File: src/rtl/sat_addsub_pkg.sv
package sat_addsub_pkg;

  typedef enum logic [1:0] {
    OP_ADD  = 2'b00,
    OP_SUB  = 2'b01,
    OP_DADD = 2'b10,
    OP_DSUB = 2'b11
  } opKind_e;

  // strobes from control to datapath
  typedef struct packed {
    logic loadResult;
    logic useDouble;
    logic doSub;
  } dpStrobe_t;

endpackage

File: src/rtl/sat_addsub_clamp.sv
// Replaces a raw value with the extreme of its direction on overflow.
module sat_addsub_clamp #(
  parameter int W = 32
) (
  input  logic [W-1:0] rawVal,
  input  logic         overflow,
  input  logic         towardNeg,
  output logic [W-1:0] clampVal
);
  localparam logic [W-1:0] MAXV = {1'b0, {(W-1){1'b1}}};
  localparam logic [W-1:0] MINV = {1'b1, {(W-1){1'b0}}};

  always_comb begin
    if (!overflow)      clampVal = rawVal;
    else if (towardNeg) clampVal = MINV;
    else                clampVal = MAXV;
  end
endmodule

File: src/rtl/sat_addsub_dp.sv
module sat_addsub_dp
  import sat_addsub_pkg::*;
#(
  parameter int W = 32
) (
  input  logic         clk,
  input  logic         rstN,
  input  dpStrobe_t    strobe,
  input  logic [W-1:0] opA,
  input  logic [W-1:0] opB,
  output logic         satHit,
  output logic [W-1:0] result
);
  localparam int MSB = W - 1;

  logic         dblOvf;
  logic [W-1:0] dblRaw;
  logic [W-1:0] dblVal;
  logic [W-1:0] secondOp;
  logic [W-1:0] rawSum;
  logic         sameSign;
  logic         sumOvf;
  logic [W-1:0] finalVal;
  logic [W-1:0] resultQ;

  // stage 1: doubling of opB, overflow when the top two bits differ
  always_comb begin
    dblRaw = {opB[MSB-1:0], 1'b0};
    dblOvf = strobe.useDouble && (opB[MSB] ^ opB[MSB-1]);
  end

  sat_addsub_clamp #(.W(W)) dblClamp (
    .rawVal   (dblRaw),
    .overflow (dblOvf),
    .towardNeg(opB[MSB]),
    .clampVal (dblVal)
  );

  // stage 2: sum or difference
  always_comb begin
    secondOp = strobe.useDouble ? dblVal : opB;
    rawSum   = strobe.doSub ? (opA - secondOp) : (opA + secondOp);
    sameSign = (opA[MSB] == secondOp[MSB]);
    sumOvf   = (strobe.doSub ? !sameSign : sameSign) && (rawSum[MSB] != opA[MSB]);
  end

  sat_addsub_clamp #(.W(W)) sumClamp (
    .rawVal   (rawSum),
    .overflow (sumOvf),
    .towardNeg(opA[MSB]),
    .clampVal (finalVal)
  );

  assign satHit = dblOvf | sumOvf;

  always_ff @(posedge clk or negedge rstN) begin
    if (!rstN)                  resultQ <= '0;
    else if (strobe.loadResult) resultQ <= finalVal;
  end

  assign result = resultQ;
endmodule

File: src/rtl/sat_addsub_ctrl.sv
module sat_addsub_ctrl
  import sat_addsub_pkg::*;
(
  input  logic       clk,
  input  logic       rstN,
  input  logic       inValid,
  input  logic [1:0] opSel,
  input  logic       stickyClr,
  input  logic       satHit,
  output dpStrobe_t  strobe,
  output logic       outValid,
  output logic       satSticky
);
  opKind_e   opKind;
  logic      validQ;
  logic      stickyQ;

  always_comb begin
    opKind = opKind_e'(opSel);
    strobe = '0;
    strobe.loadResult = inValid;
    unique case (opKind)
      OP_ADD:  begin strobe.useDouble = 1'b0; strobe.doSub = 1'b0; end
      OP_SUB:  begin strobe.useDouble = 1'b0; strobe.doSub = 1'b1; end
      OP_DADD: begin strobe.useDouble = 1'b1; strobe.doSub = 1'b0; end
      OP_DSUB: begin strobe.useDouble = 1'b1; strobe.doSub = 1'b1; end
      default: begin strobe.useDouble = 1'b0; strobe.doSub = 1'b0; end
    endcase
  end

  always_ff @(posedge clk or negedge rstN) begin
    if (!rstN) begin
      validQ  <= 1'b0;
      stickyQ <= 1'b0;
    end else begin
      validQ <= inValid;
      if (inValid && satHit) stickyQ <= 1'b1;   // set beats clear
      else if (stickyClr)    stickyQ <= 1'b0;
    end
  end

  assign outValid  = validQ;
  assign satSticky = stickyQ;
endmodule

File: src/rtl/sat_addsub_unit.sv
module sat_addsub_unit
  import sat_addsub_pkg::*;
#(
  parameter int W = 32
) (
  input  logic         clk,
  input  logic         rstN,
  input  logic         inValid,
  input  logic [1:0]   opSel,
  input  logic [W-1:0] opA,
  input  logic [W-1:0] opB,
  input  logic         stickyClr,
  output logic         outValid,
  output logic [W-1:0] result,
  output logic         satSticky
);
  dpStrobe_t strobe;
  logic      satHit;

  sat_addsub_ctrl ctrl (
    .clk      (clk),
    .rstN     (rstN),
    .inValid  (inValid),
    .opSel    (opSel),
    .stickyClr(stickyClr),
    .satHit   (satHit),
    .strobe   (strobe),
    .outValid (outValid),
    .satSticky(satSticky)
  );

  sat_addsub_dp #(.W(W)) dp (
    .clk   (clk),
    .rstN  (rstN),
    .strobe(strobe),
    .opA   (opA),
    .opB   (opB),
    .satHit(satHit),
    .result(result)
  );
endmodule

File: config.mk
export PLATFORM = sky130hd
export DESIGN_NAME = sat_addsub_unit
export DESIGN_NICKNAME = d
export VERILOG_FILES = /design/src/rtl/sat_addsub_pkg.sv /design/src/rtl/sat_addsub_clamp.sv /design/src/rtl/sat_addsub_dp.sv /design/src/rtl/sat_addsub_ctrl.sv /design/src/rtl/sat_addsub_unit.sv
export SDC_FILE = /design/constraint.sdc
export NUM_CORES = 1
export LEC_CHECK = 0
export BUFFER_PORTS_ARGS = -buffer_cell sky130_fd_sc_hd__buf_2
export CORE_ASPECT_RATIO = 1.25
export CORE_UTILIZATION = 53
export DETAILED_ROUTE_END_ITERATION = 8
export PLACE_DENSITY = 0.78
export SYNTH_ARGS = -nofsm -noshare
export SYNTH_HDL_FRONTEND = slang
export SYNTH_SLANG_ARGS = --single-unit
File: constraint.sdc
create_clock -name clk -period 1 [get_ports clk]
set_input_delay 0.2 -clock clk [delete_from_list [all_inputs] [get_ports clk]]
set_output_delay 0.2 -clock clk [all_outputs]
set_load 0.01 [all_outputs]
==> impl_metrics.csv <==
group,metric,value,unit
outcome,outcome,"finished, violations left",
outcome,failed_checks,"negative setup slack",
clock_network,numCtsBuffers,5,
timing,worst_slack,-3.24,ns
power,switching_share,43.2,%
yosys,ys_top_cells_by_area,"dfrtp_1 (18%), a21oi_1 (8.3%), ha_1 (8.2%)",
worst_setup_path,rrSetupSlack,-0.05,ns
global_routing,grt_pass1_vias,5930,
timing,max_slew_margin,68.5,%
worst_setup_path,path_max_fanout,8,
detailed_routing,drt_first_pass_iters,5,
min_path,min_from,"inValid",
place,place.detailed.hpwl,11700,µm
yosys,synthesis.nets,740,
clock_network,htree_levels,2,
timing,fmax,236,MHz
yosys,synth_cell_types,65,
power,switching_power,4.57,mW
layout,final_common_cell,"buf_4",
detailed_routing,avgViaCountPerCell,5.97,
yosys,syn_area_per_cell,7.40,µm²
clock_network,clockRootBuffer,"clkbuf_8",
global_routing,overflow,0,
layout,multiInputGateArea,3960,µm²
floorplan,num_rows,38,
yosys,synth-seq-area-share,18.0,%
layout,antenna_cells,0,
power,intPower,6.00,mW
yosys,synthFlopType,"dfrtp_1",
layout,layout_common_cells,"buf_4 (205), buf_2 (101), nor2_1 (75)",
clock_network,clk-insertion-delay-late,0.29,ns
global_routing,antenna_found_initial,0,
floorplan,die_y,107,µm
clock_network,cts_num_sinks,34,
yosys,synth_top_area_share,18.0,%
worst_setup_path,worstSetupPathType,"primary input to flop",
min_path,whs_endpoint,"ctrl.outValid",
worst_setup_path,end_kind,"flop",
floorplan,io_pins,104,
layout,regArea,851,µm²
timing,skew,0,ns
place,postPlaceCellArea,6680,µm²
clock_network,clockBufferDepth,2,
timing,finalHoldViolCount,0,
timing,period_needed,4.24,ns
timing,tightest_slew,0.468,ns
worst_setup_path,crit_arrival,4.47,ns
layout,n_fill_cell,462,
detailed_routing,drc,0,
worst_setup_path,r2r-start,"ctrl.satSticky",
global_routing,grt_pass1_wl,26300,µm
floorplan,core-area,8650,µm²
clock_network,cts_tree,"done",
detailed_routing,vias,6298,
layout,fin_area,7540,µm²
yosys,synth_top_area_cell,"dfrtp_1",
layout,utilization,87.2,%
power,clkPwrFrac,10.3,%
global_routing,grt_usage,35.1,%
timing,rsz0062_at_grt,"yes",
min_path,hold_path_class,"primary input to flop",
power,pwr-share-seq,19.4,%
power,vdd_drop_max,0.626,mV
floorplan,initial_core_util,54.5,%
detailed_routing,wl_per_cell,17.4,µm
power,comb_power_share,70.4,%
run,drv_cap,0,
timing,drv_slew,0,
floorplan,die-area,9290,µm²
place,io_buffers,103,
worst_setup_path,start_kind,"primary input",
layout,nets,1036,
layout,drive_above_1_share,45.2,%
global_routing,grt_max_degree,35,
clock_network,clk_pin_slew,0.07,ns
yosys,synth_warnings,0,
yosys,synth_enable_flop_cells,0,
yosys,synthArstFlopShare,100,%
detailed_routing,first_iter_violations,513,
worst_setup_path,r2r_end,"ctrl.satSticky",
yosys,synth_seq_cells,34,
yosys,syn_inst,638,
power,powerDensity,1400,nW/µm²
yosys,synthesis.area,4720,µm²
floorplan,die_w,86.4,µm
layout,area_growth,59.9,%
worst_setup_path,reg2reg_depth,3,
min_path,whs_path_depth,2,
detailed_routing,wl,18400,µm
place,place_congestion,0.920,
detailed_routing,antenna_left,0,
timing,setup_viol,66,
power,p_leak,3.49,nW
worst_setup_path,worstPathRequired,1.22,ns
timing,period_share,424,%
==> synth_stat cells (all sizes together) (7+ instances only) <==
cell and count:
ha 31, nor3 18, inv 17, nor2 78
nand2 40, nand2b 7, a21o 11, xor2 23
xnor2 34, a21oi 100, nand3 7, buf 20
a31oi 8, clkbuf 20, o21ai 76, o2bb2ai 12
a21boi 8, nor2b 8, dfrtp 34, a211oi 16
==> layout make-up <==
type / instances / area share (%)
Multi-Input combinational cell: 547 / 52.4
Timing Repair Buffer: 329 / 32.3
Sequential cell: 34 / 11.3
Tap cell: 120 / 1.99
Clock buffer: 7 / 1.14
Inverter: 17 / 0.846
Clock inverter: 1 / 0.0663
==> critical path, stage by stage <==
cell and delay [ns]:
buf_12 0.12, buf_6 0.12, buf_6 0.12, o21ai_1 0.14
a21oi_2 0.08, a21oi_2 0.23, nand4b_4 0.16, nor2b_4 0.14
nor2b_4 0.17, a21oi_1 0.09, xnor2_1 0.20, ha_1 0.29
a21oi_1 0.25, o21ai_0 0.22, a211o_4 0.42, nor4bb_4 0.34
or3_4 0.21, o21ai_4 0.08, xnor2_4 0.30, a21boi_4 0.12
buf_6 0.16, clkbuf_16 0.16, a21oi_2 0.15
==> layer usage <==
metal | vias to the layer above | share of wire, % | track usage, %
met2 | 355 | 51 | 64.9
met5 | - | 0 | 0
met1 | 2924 | 37 | 38.9
li1 | 2913 | - | -
met4 | 0 | 6.3 | 18.0
met3 | 106 | 5.8 | 4.29
==> registers in the layout (all words and copies together) (netlist names) <==
signal	count
ctrl.outValid	1
ctrl.satSticky	1
dp.result	32
==> power groups by stage <==
stage,registers [mW],logic (mW),clock network (mW)
finish,2.05,7.44,1.08
global route,2.10,7.98,1.13
CTS,2.00,6.58,1.05
detailed placement,2.04,6.05,0
global placement,2.02,5.83,0
floorplan,2.26,3.38,0
==> cells by family after synthesis <==
| group | Yosys count | synth area share [%] |
|---|---|---|
| AOI/OAI and AO/OA | 262 | 35.5 |
| xor gates and xnor gates | 57 | 11.0 |
| adders and majority gates | 35 | 9.28 |
| buffers and inverters | 57 | 6.10 |
| DFF | 34 | 18.0 |
| muxes | 4 | 0.875 |
| and+or+nand+nor | 189 | 19.3 |
==> metrics by stage <==
stage | power, mW | setup TNS, ns | hold WS [ns] | setup slack, ns | std cells
floorplan | 5.64 | -98.67 | -0.0956 | -3.01 | 638
global placement | 7.85 | -103.67 | 0.162 | -3.17 | 1003
detailed placement | 8.09 | -109.19 | 0.169 | -3.34 | 1003
CTS | 9.63 | -93.33 | 0.214 | -2.85 | 1036
global route | 11.2 | -110.42 | 0.260 | -3.44 | 1055
finish | 10.6 | -105.86 | 0.259 | -3.24 | 1055
==> worst max-delay path by stage <==
stage | start | end | slack (ns) | cells past startpoint
2_1_floorplan | opSel[1] | dp.result[30] | -3.01 | 22
3_3_place_gp | opSel[1] | dp.result[3] | -3.17 | 19
3_5_place_dp | opSel[1] | ctrl.satSticky | -3.34 | 19
4_1_cts | opB[30] | dp.result[17] | -2.85 | 23
5_1_grt | opSel[1] | dp.result[1] | -3.44 | 21
6_report | opSel[1] | dp.result[14] | -3.24 | 23
==> repair_timing <==
item	4_1_cts	5_1_grt
gates resized for setup	40	45
hold buffers	1	0
pin swaps	4	27
gates cloned	3	1
endpoints found under the setup margin	59	66
endpoints found under the hold margin	34	0
buffers inserted	21	18
No activity file was read; power rests on OpenSTA's default activity.
